**config.mk**
```make
export PLATFORM = sky130hd
export DESIGN_NAME = ext_bus_seq
export DESIGN_NICKNAME = d
export VERILOG_FILES = /design/src/rtl/ext_bus_pkg.sv /design/src/rtl/ext_bus_region_dec.sv /design/src/rtl/ext_bus_pin_ctl.sv /design/src/rtl/ext_bus_pin_reg.sv /design/src/rtl/ext_bus_seq.sv
export SDC_FILE = /design/constraint.sdc
export NUM_CORES = 1
export LEC_CHECK = 0
export CAP_MARGIN = 20
export CORE_MARGIN = 8
export CORE_UTILIZATION = 39
export DETAILED_ROUTE_END_ITERATION = 16
export PLACE_DENSITY_LB_ADDON = 0.1
export SLEW_MARGIN = 20
export SYNTH_ARGS = -nofsm -noshare
export SYNTH_HDL_FRONTEND = slang
export SYNTH_SLANG_ARGS = --single-unit
```
**constraint.sdc**
```tcl
create_clock -name clk_i -period 1 [get_ports clk_i]
set_input_delay 0.2 -clock clk_i [delete_from_list [all_inputs] [get_ports clk_i]]
set_output_delay 0.2 -clock clk_i [all_outputs]
set_load 0.01 [all_outputs]
```
**src/rtl/ext_bus_pkg.sv**
```systemverilog
package ext_bus_pkg;
  typedef enum logic [1:0] {
    ACC_IDLE = 2'd0,
    ACC_INT  = 2'd1,
    ACC_EXT  = 2'd2
  } acc_kind_e;

  localparam int unsigned DEF_ADDR_W = 20;
  localparam int unsigned DEF_DATA_W = 16;
  localparam int unsigned DEF_NUM_CS = 4;
endpackage

```
**src/rtl/ext_bus_region_dec.sv**
```systemverilog
module ext_bus_region_dec
  import ext_bus_pkg::*;
#(
  parameter int unsigned ADDR_W = 20,
  parameter int unsigned NUM_CS = 4,
  parameter logic [NUM_CS-1:0][ADDR_W-1:0] CS_BASE = '0,
  parameter logic [NUM_CS-1:0][ADDR_W-1:0] CS_LAST = '0
) (
  input  logic              valid_i,
  input  logic [ADDR_W-1:0] addr_i,
  output acc_kind_e         kind_o,
  output logic [NUM_CS-1:0] hit_oh_o
);
  logic [NUM_CS-1:0] hit_raw;

  for (genvar k = 0; k < NUM_CS; k++) begin : g_range
    assign hit_raw[k] = (addr_i >= CS_BASE[k]) && (addr_i <= CS_LAST[k]);
  end

  // lowest index wins if ranges overlap
  always_comb begin
    hit_oh_o = '0;
    for (int k = NUM_CS - 1; k >= 0; k--) begin
      if (hit_raw[k]) hit_oh_o = NUM_CS'(1) << k;
    end
  end

  always_comb begin
    if (!valid_i)      kind_o = ACC_IDLE;
    else if (|hit_raw) kind_o = ACC_EXT;
    else               kind_o = ACC_INT;
  end
endmodule

```
**src/rtl/ext_bus_pin_ctl.sv**
```systemverilog
module ext_bus_pin_ctl
  import ext_bus_pkg::*;
#(
  parameter int unsigned ADDR_W = 20,
  parameter int unsigned DATA_W = 16,
  parameter int unsigned NUM_CS = 4
) (
  input  acc_kind_e         kind_i,
  input  logic [NUM_CS-1:0] hit_oh_i,
  input  logic [ADDR_W-1:0] req_addr_i,
  input  logic              req_we_i,
  input  logic [DATA_W-1:0] req_wdata_i,
  input  logic [ADDR_W-1:0] cur_addr_i,
  input  logic [NUM_CS-1:0] cur_cs_ni,
  input  logic [DATA_W-1:0] cur_data_i,
  output logic [ADDR_W-1:0] nxt_addr_o,
  output logic [NUM_CS-1:0] nxt_cs_no,
  output logic              nxt_rd_no,
  output logic              nxt_wr_no,
  output logic [DATA_W-1:0] nxt_data_o,
  output logic              nxt_oe_o
);
  always_comb begin
    nxt_addr_o = cur_addr_i;
    nxt_cs_no  = cur_cs_ni;
    nxt_rd_no  = 1'b1;
    nxt_wr_no  = 1'b1;
    nxt_oe_o   = 1'b0;
    nxt_data_o = cur_data_i;
    unique case (kind_i)
      ACC_EXT: begin
        nxt_addr_o = req_addr_i;
        nxt_cs_no  = ~hit_oh_i;
        nxt_rd_no  = req_we_i;
        nxt_wr_no  = ~req_we_i;
        nxt_oe_o   = req_we_i;
        if (req_we_i) nxt_data_o = req_wdata_i;
      end
      ACC_INT: nxt_cs_no = '1;  // address pins keep the last external value
      default: ;                // idle: address and selects frozen
    endcase
  end
endmodule

```
**src/rtl/ext_bus_pin_reg.sv**
```systemverilog
module ext_bus_pin_reg #(
  parameter int unsigned ADDR_W = 20,
  parameter int unsigned DATA_W = 16,
  parameter int unsigned NUM_CS = 4
) (
  input  logic              clk_i,
  input  logic              rst_ni,
  input  logic [ADDR_W-1:0] nxt_addr_i,
  input  logic [NUM_CS-1:0] nxt_cs_ni,
  input  logic              nxt_rd_ni,
  input  logic              nxt_wr_ni,
  input  logic [DATA_W-1:0] nxt_data_i,
  input  logic              nxt_oe_i,
  output logic [ADDR_W-1:0] addr_q_o,
  output logic [NUM_CS-1:0] cs_nq_o,
  output logic              rd_nq_o,
  output logic              wr_nq_o,
  output logic [DATA_W-1:0] data_q_o,
  output logic              oe_q_o
);
  always_ff @(posedge clk_i or negedge rst_ni) begin
    if (!rst_ni) begin
      addr_q_o <= '0;
      cs_nq_o  <= '1;
      rd_nq_o  <= 1'b1;
      wr_nq_o  <= 1'b1;
      data_q_o <= '0;
      oe_q_o   <= 1'b0;
    end else begin
      addr_q_o <= nxt_addr_i;
      cs_nq_o  <= nxt_cs_ni;
      rd_nq_o  <= nxt_rd_ni;
      wr_nq_o  <= nxt_wr_ni;
      data_q_o <= nxt_data_i;
      oe_q_o   <= nxt_oe_i;
    end
  end
endmodule

```
**src/rtl/ext_bus_seq.sv**
```systemverilog
module ext_bus_seq
  import ext_bus_pkg::*;
#(
  parameter int unsigned ADDR_W = DEF_ADDR_W,
  parameter int unsigned DATA_W = DEF_DATA_W,
  parameter int unsigned NUM_CS = DEF_NUM_CS,
  parameter logic [NUM_CS-1:0][ADDR_W-1:0] CS_BASE =
    {20'h80000, 20'h60000, 20'h50000, 20'h40000},
  parameter logic [NUM_CS-1:0][ADDR_W-1:0] CS_LAST =
    {20'hFFFFF, 20'h7FFFF, 20'h5FFFF, 20'h4FFFF}
) (
  input  logic              clk_i,
  input  logic              rst_ni,
  input  logic              req_valid_i,
  input  logic [ADDR_W-1:0] req_addr_i,
  input  logic              req_we_i,
  input  logic [DATA_W-1:0] req_wdata_i,
  output logic [ADDR_W-1:0] addr_o,
  output logic [NUM_CS-1:0] cs_no,
  output logic              rd_no,
  output logic              wr_no,
  output logic [DATA_W-1:0] data_o,
  output logic              data_oe_o
);
  acc_kind_e         kind;
  logic [NUM_CS-1:0] hit_oh;
  logic [ADDR_W-1:0] nxt_addr;
  logic [NUM_CS-1:0] nxt_cs_n;
  logic              nxt_rd_n, nxt_wr_n, nxt_oe;
  logic [DATA_W-1:0] nxt_data;

  ext_bus_region_dec #(
    .ADDR_W (ADDR_W), .NUM_CS (NUM_CS),
    .CS_BASE(CS_BASE), .CS_LAST(CS_LAST)
  ) u_dec (
    .valid_i (req_valid_i),
    .addr_i  (req_addr_i),
    .kind_o  (kind),
    .hit_oh_o(hit_oh)
  );

  ext_bus_pin_ctl #(
    .ADDR_W(ADDR_W), .DATA_W(DATA_W), .NUM_CS(NUM_CS)
  ) u_ctl (
    .kind_i     (kind),
    .hit_oh_i   (hit_oh),
    .req_addr_i (req_addr_i),
    .req_we_i   (req_we_i),
    .req_wdata_i(req_wdata_i),
    .cur_addr_i (addr_o),
    .cur_cs_ni  (cs_no),
    .cur_data_i (data_o),
    .nxt_addr_o (nxt_addr),
    .nxt_cs_no  (nxt_cs_n),
    .nxt_rd_no  (nxt_rd_n),
    .nxt_wr_no  (nxt_wr_n),
    .nxt_data_o (nxt_data),
    .nxt_oe_o   (nxt_oe)
  );

  ext_bus_pin_reg #(
    .ADDR_W(ADDR_W), .DATA_W(DATA_W), .NUM_CS(NUM_CS)
  ) u_reg (
    .clk_i     (clk_i),
    .rst_ni    (rst_ni),
    .nxt_addr_i(nxt_addr),
    .nxt_cs_ni (nxt_cs_n),
    .nxt_rd_ni (nxt_rd_n),
    .nxt_wr_ni (nxt_wr_n),
    .nxt_data_i(nxt_data),
    .nxt_oe_i  (nxt_oe),
    .addr_q_o  (addr_o),
    .cs_nq_o   (cs_no),
    .rd_nq_o   (rd_no),
    .wr_nq_o   (wr_no),
    .data_q_o  (data_o),
    .oe_q_o    (data_oe_o)
  );
endmodule

```
==> After elaboration in Yosys (flattened, before gate mapping) <==
Cells that the tools add are included.
{ "word_totals": {"reg_bits": 43, "latchBits": 0, "ramBits": 0, "rom_bits": 0, "input_bits": 40, "out_inout_bits": 43, "elab_cells": 35, "memories": 0} }
{ "classes": {"addsub": 0, "multipliers": 0, "div_mod_pow": 0, "magnitude_cmp": 8, "eq_ne": 2, "n_shift": 0, "muxes": 10, "bitwise_logic": 2, "n_reduce_logical": 7} }
{ "ops": {"columns": ["operator", "count"], "rows": [
  ["greater-or-equal comparator 20 x 19 -> 1 bit (second input constant)", 3],
  ["less-or-equal comparator 20 x 19 -> 1 bit (second input constant)", 3],
  ["greater-or-equal comparator 20 bit (second input constant)", 1],
  ["less-or-equal comparator 20 bit (second input constant)", 1],
  ["2-to-1 mux 4 bit", 4],
  ["case mux 4 bit (2 select lines)", 1],
  ["logical AND 1 bit", 4],
  ["2-to-1 mux 2 bit", 2],
  ["inverter 4 bit", 1],
  ["OR reduction 4 bit", 1],
  ["2-to-1 mux 1 bit", 3],
  ["equality test 2 x 1 -> 1 bit (second input constant)", 1],
  ["equality test 2 bit (second input constant)", 1],
  ["AND reduction 2 bit", 1],
  ["nonzero test 2 bit", 1],
  ["inverter 1 bit", 1]
]} }

==> Depth between registers and ports, before layout <==
{ "depth": {"ltp_word": 8, "depth_mapped": 4, "ltp_nobuf": 2} }

==> Modules after synthesis <==
A second synthesis with hierarchy kept.
{ "unflattened": {"cells_unflattened": 110, "area_unflattened_um2": 1749.2} }
{ "modules_own_cells": {"columns": ["mod", "instances", "cells_per_inst", "area_each_um2"], "rows": [
  ["ext_bus_pin_reg", 1, 43, 1083.5],
  ["ext_bus_pin_ctl", 1, 61, 609.3],
  ["ext_bus_region_dec", 1, 6, 56.3]
]} }

==> Least setup slack after synthesis <==
No wires, ideal clock.
{ "synth_path": {"kind": "input -> register", "startpoint": "input port req_addr_i[19]", "endpoint": "register u_reg.data_q_o[10]", "setup_time_ns": 0.125, "arrival_ns": 1.134, "path_slack_ns": -0.260, "stages": 4, "path_buffers": 2, "cell_sequence": "clkbuf_2 o211ai_4 buf_8 mux2_4"} }
{ "synth_between": {"elab_chain_cells": 7, "word_cells_on_any_way": 17} }
{ "synth_lines": {"columns": ["element", "line", "source"], "rows": [
  ["start, declared", "ext_bus_seq.sv:15", "input logic [ADDR_W-1:0] req_addr_i,"],
  ["greater-or-equal comparator 20 x 19 -> 1 bit, or another cell as far along", "ext_bus_region_dec.sv:17", "assign hit_raw[k] = (addr_i >= CS_BASE[k]) && (addr_i <= CS_LAST[k]);"],
  ["logical AND 1 bit", "ext_bus_region_dec.sv:17", null],
  ["OR reduction 4 bit (*)", "ext_bus_region_dec.sv:30", "else if (|hit_raw) kind_o = ACC_EXT;"],
  ["2-to-1 mux 2 bit (*)", "ext_bus_region_dec.sv:30", null],
  ["2-to-1 mux 2 bit (*)", "ext_bus_region_dec.sv:29", "if (!valid_i) kind_o = ACC_IDLE;"],
  ["equality test 2 bit (*)", "ext_bus_pin_ctl.sv:30", "unique case (kind_i)"],
  ["AND reduction 2 bit (no line) (*)", null, null],
  ["end signal, assigned", "ext_bus_pin_reg.sv:34", "data_q_o <= nxt_data_i;"],
  ["end, declared", "ext_bus_pin_reg.sv:18", "output logic [DATA_W-1:0] data_q_o,"]
]} }
Every way passes the cells marked *; elsewhere a longest branch is shown, timed or not.
A chain may end at the register's enable or synchronous reset.

==> Final worst setup path <==
{ "layout_path": {"startpoint": "register u_reg.cs_nq_o[0]", "endpoint": "output port cs_no[0]"} }
{ "layout_lines": {"columns": ["element", "line", "source"], "rows": [
  ["start, declared", "ext_bus_pin_reg.sv:15", "output logic [NUM_CS-1:0] cs_nq_o,"],
  ["start signal, assigned", "ext_bus_pin_reg.sv:31", "cs_nq_o <= nxt_cs_ni;"],
  ["end, declared", "ext_bus_seq.sv:19", "output logic [NUM_CS-1:0] cs_no,"]
]} }
No word-level cell between the ends.

==> impl_results.md <==
* Worst path slowest cell: dfstp_2
* Yosys warnings at 0
* Area share of the largest cell type after synthesis at 55.7%
* Max-Cap Viols at 0
* Worst path required time at 0.80 ns
* Mapped Nets at 139
* Cell Area, Placed at 2670 um2
* HPWL after DPL at 3.27 mm
* Delay-heaviest family, CP: flip-flops
* VDD IR max at 0.000968 V
* Final setup viols at 39
* Share of cells above drive strength 1 at 59.8%
* Via-to-Cell Ratio at 4.62
* Max frequency at 876 MHz
* Switching Fraction at 26.1%
* Area growth from synthesis to layout at 74.7%
* Largest area contributor in the netlist: dfrtp_1
* Global-route wire length before repair at 7.28 mm
* Min Hold Slack at 0.222 ns
* Synth Area per Inst at 16.8 um2
* RSZ-0062 raised after global routing: true
* Post-synth top flop: dfrtp_1
* Hold_sp: req_addr_i[18]
* CP startpoint kind: flop
* GP Congestion at 0.713
* Worst Skew at 0 ns
* Setup crit end kind: output pin
* I/O pins at 83
* Pwr dens at 1570 nW/um2
* Clock buffer depth at 2
* Number of buffers created by CTS at 5
* Final hold violation count at 0
* DIE WIDTH at 81.3 um
* Core footprint at 4060 um2
* DRT Wirelength at 4.64 mm
* Sequential share of the synthesized area at 65.2%
* Crit Path Class: flop to output pin
* CTS sink count at 43
* Reg power frac at 46.5%
* Multi-input gate area at 578 um2
* #FFs+latches synth at 43
* Sw Pwr at 1.19 mW
* Buf+Inv Stages, Crit Path at 1
* Sum Neg Setup Slack at -1.19 ns
* Synth cell types at 18
* Cell area after layout at 2910 um2
* CTS Root Cell: clkbuf_8
* Synth top area cells: dfrtp_1 (56%), mux2_2 (18%), dfstp_2 (9.5%)
* Hold Path Class: input pin to flop
* Register Area at 1080 um2
* Dpl ws at -0.654 ns
* Reg2reg start: u_reg.cs_nq_o[0]
* Status: finished, violations left
* EDFF count, synth at 0
* Worst-path fanout max at 2
* Clock power frac at 23.4%
* Router iterations before antenna repair at 4
* Critical Path Start: u_reg.cs_nq_o[0]
* Cell chain of the critical path: buf_6
* Clk_lat worst skew at 0.29 ns
* Final ANT Viol Nets at 0
* Commonest cells in the synthesized netlist: dfrtp_1 (37), mux2_2 (27), mux2_4 (8), dfstp_2 (6)
* Gr ovfl total at 0
* DR WL/cell at 17.2 um
* Slew @ Worst Pin at 0.331 ns
* Residual DRC at 0
* Crit path largest cell delay at 0.55 ns
* Initial antenna violation count at 0
* All-Layer GR Usage at 14.4%
* P_leak at 1.41 nW
* Die Area at 6610 um2
* Vias in the first global route at 1340
* Violated checks: negative setup slack
* Layout Nets at 258
* Initial Utilization at 41.0%
* Number of core rows at 23
* Drt first-iter violations at 52
* Fin worst setup slack at -0.141 ns
* Port Buffers at 82
* Async SR Flop Fraction at 100%
* Number of fill cells at 288
* Die Y at 81.3 um
* Via count at 1244
* N_diodes at 0
* Final Max Slew Viols at 0
* Internal power at 3.37 mW
* WP data arrival at 0.94 ns
* Post-Syn Area at 1660 um2
* Final Critical Period at 1.14 ns
* Pin count of the biggest net entering global routing at 44
* Period utilisation layout at 114%
* Htree depth at 2
* Worst rel slew slack at 77.9%
* Comb power frac at 30.1%
* Cells after synthesis at 99
* CTS clk-pin slew, worst paths at 0.08 ns
* Most numerous cell in the Yosys netlist: dfrtp_1
* Total power at 4.56 mW
* CTS tree: yes
## power by group through the flow
stage / registers, mW / logic (mW) / clock network (mW)
floorplan: 2.25 / 0.354 / 0
global placement: 2.13 / 1.28 / 0
detailed placement: 2.14 / 1.31 / 0
CTS: 2.11 / 1.26 / 1.10
global route: 2.15 / 1.46 / 1.20
finish: 2.12 / 1.37 / 1.07
## routing by layer
metal	global-route usage (%)	routed length, um
met5	0	0
met4	4.82	31
met3	4.86	366
met2	23.3	2330
met1	17.7	1910
## logic make-up after synthesis
group	after synthesis	synth area share [%]
flip-flops	43	65.2
multiplexers	35	25.5
AO/OA/AOI/OAI	7	4.59
AND/OR/NAND/NOR	7	1.96
buffers and inverters	7	2.78
## placed cells by master, fill, tap and decap left out, drive strengths merged
cell type and instances:
o21ai 1, dfrtp 37, clkdlybuf4s15 2, inv 3, nor2 3, clkdlybuf4s50 34, clkbuf 6, clkinvlp 1
or2 1, dfstp 6, nand2 2, dlygate4sd3 1, nor3b 1, clkinv 1, a31oi 2, a22o 2
a41oi 1, o211ai 1, buf 79, mux2 35
## per-stage QoR
step,instances,util (%)
2_1_floorplan,99,-
3_3_place_gp,240,65.8
3_5_place_dp,240,65.8
4_1_cts,261,68.4
5_1_grt,269,71.6
6_report,269,71.6
## worst reg2reg max path, cell delays in order, from the launching register on
cell and delay, ns:
dfstp_2 0.55, buf_4 0.10, nor2_1 0.04, a31oi_1 0.22
## flip-flops by register name, summed over array words and instances, names as in the netlist
register        count
u_reg.addr_q_o     20
u_reg.data_q_o     16
u_reg.cs_nq_o       4
u_reg.oe_q_o        1
u_reg.rd_nq_o       1
u_reg.wr_nq_o       1
## worst paths after layout
kind,endpoint,slack [ns],depth (start not counted)
max,cs_no[0],-0.14,1
min,u_reg.cs_nq_o[2],0.22,3
max reg2reg,u_reg.cs_nq_o[0],0,3
min reg2reg,u_reg.cs_nq_o[1],0.50,2
max in group asynchronous,u_reg.rd_nq_o,0.32,3
min in group asynchronous,u_reg.oe_q_o,0.41,3
## cell type report
cell class / count / area share (%)
clock buffer: 6 / 2.50
clock inverter: 2 / 0.431
inverter: 3 / 0.388
multi-input combinational: 49 / 19.9
sequential: 43 / 37.3
tap: 50 / 2.15
timing repair buffer: 116 / 37.3
## what timing repair did
item,CTS,global route
endpoints found under the hold margin,37,0
gates cloned,2,0
endpoints found under the setup margin,84,49
hold buffers,1,0
gates resized for setup,209,9
pin swaps,1,1
buffers inserted,10,10
Power figures use the tool's default switching activity.
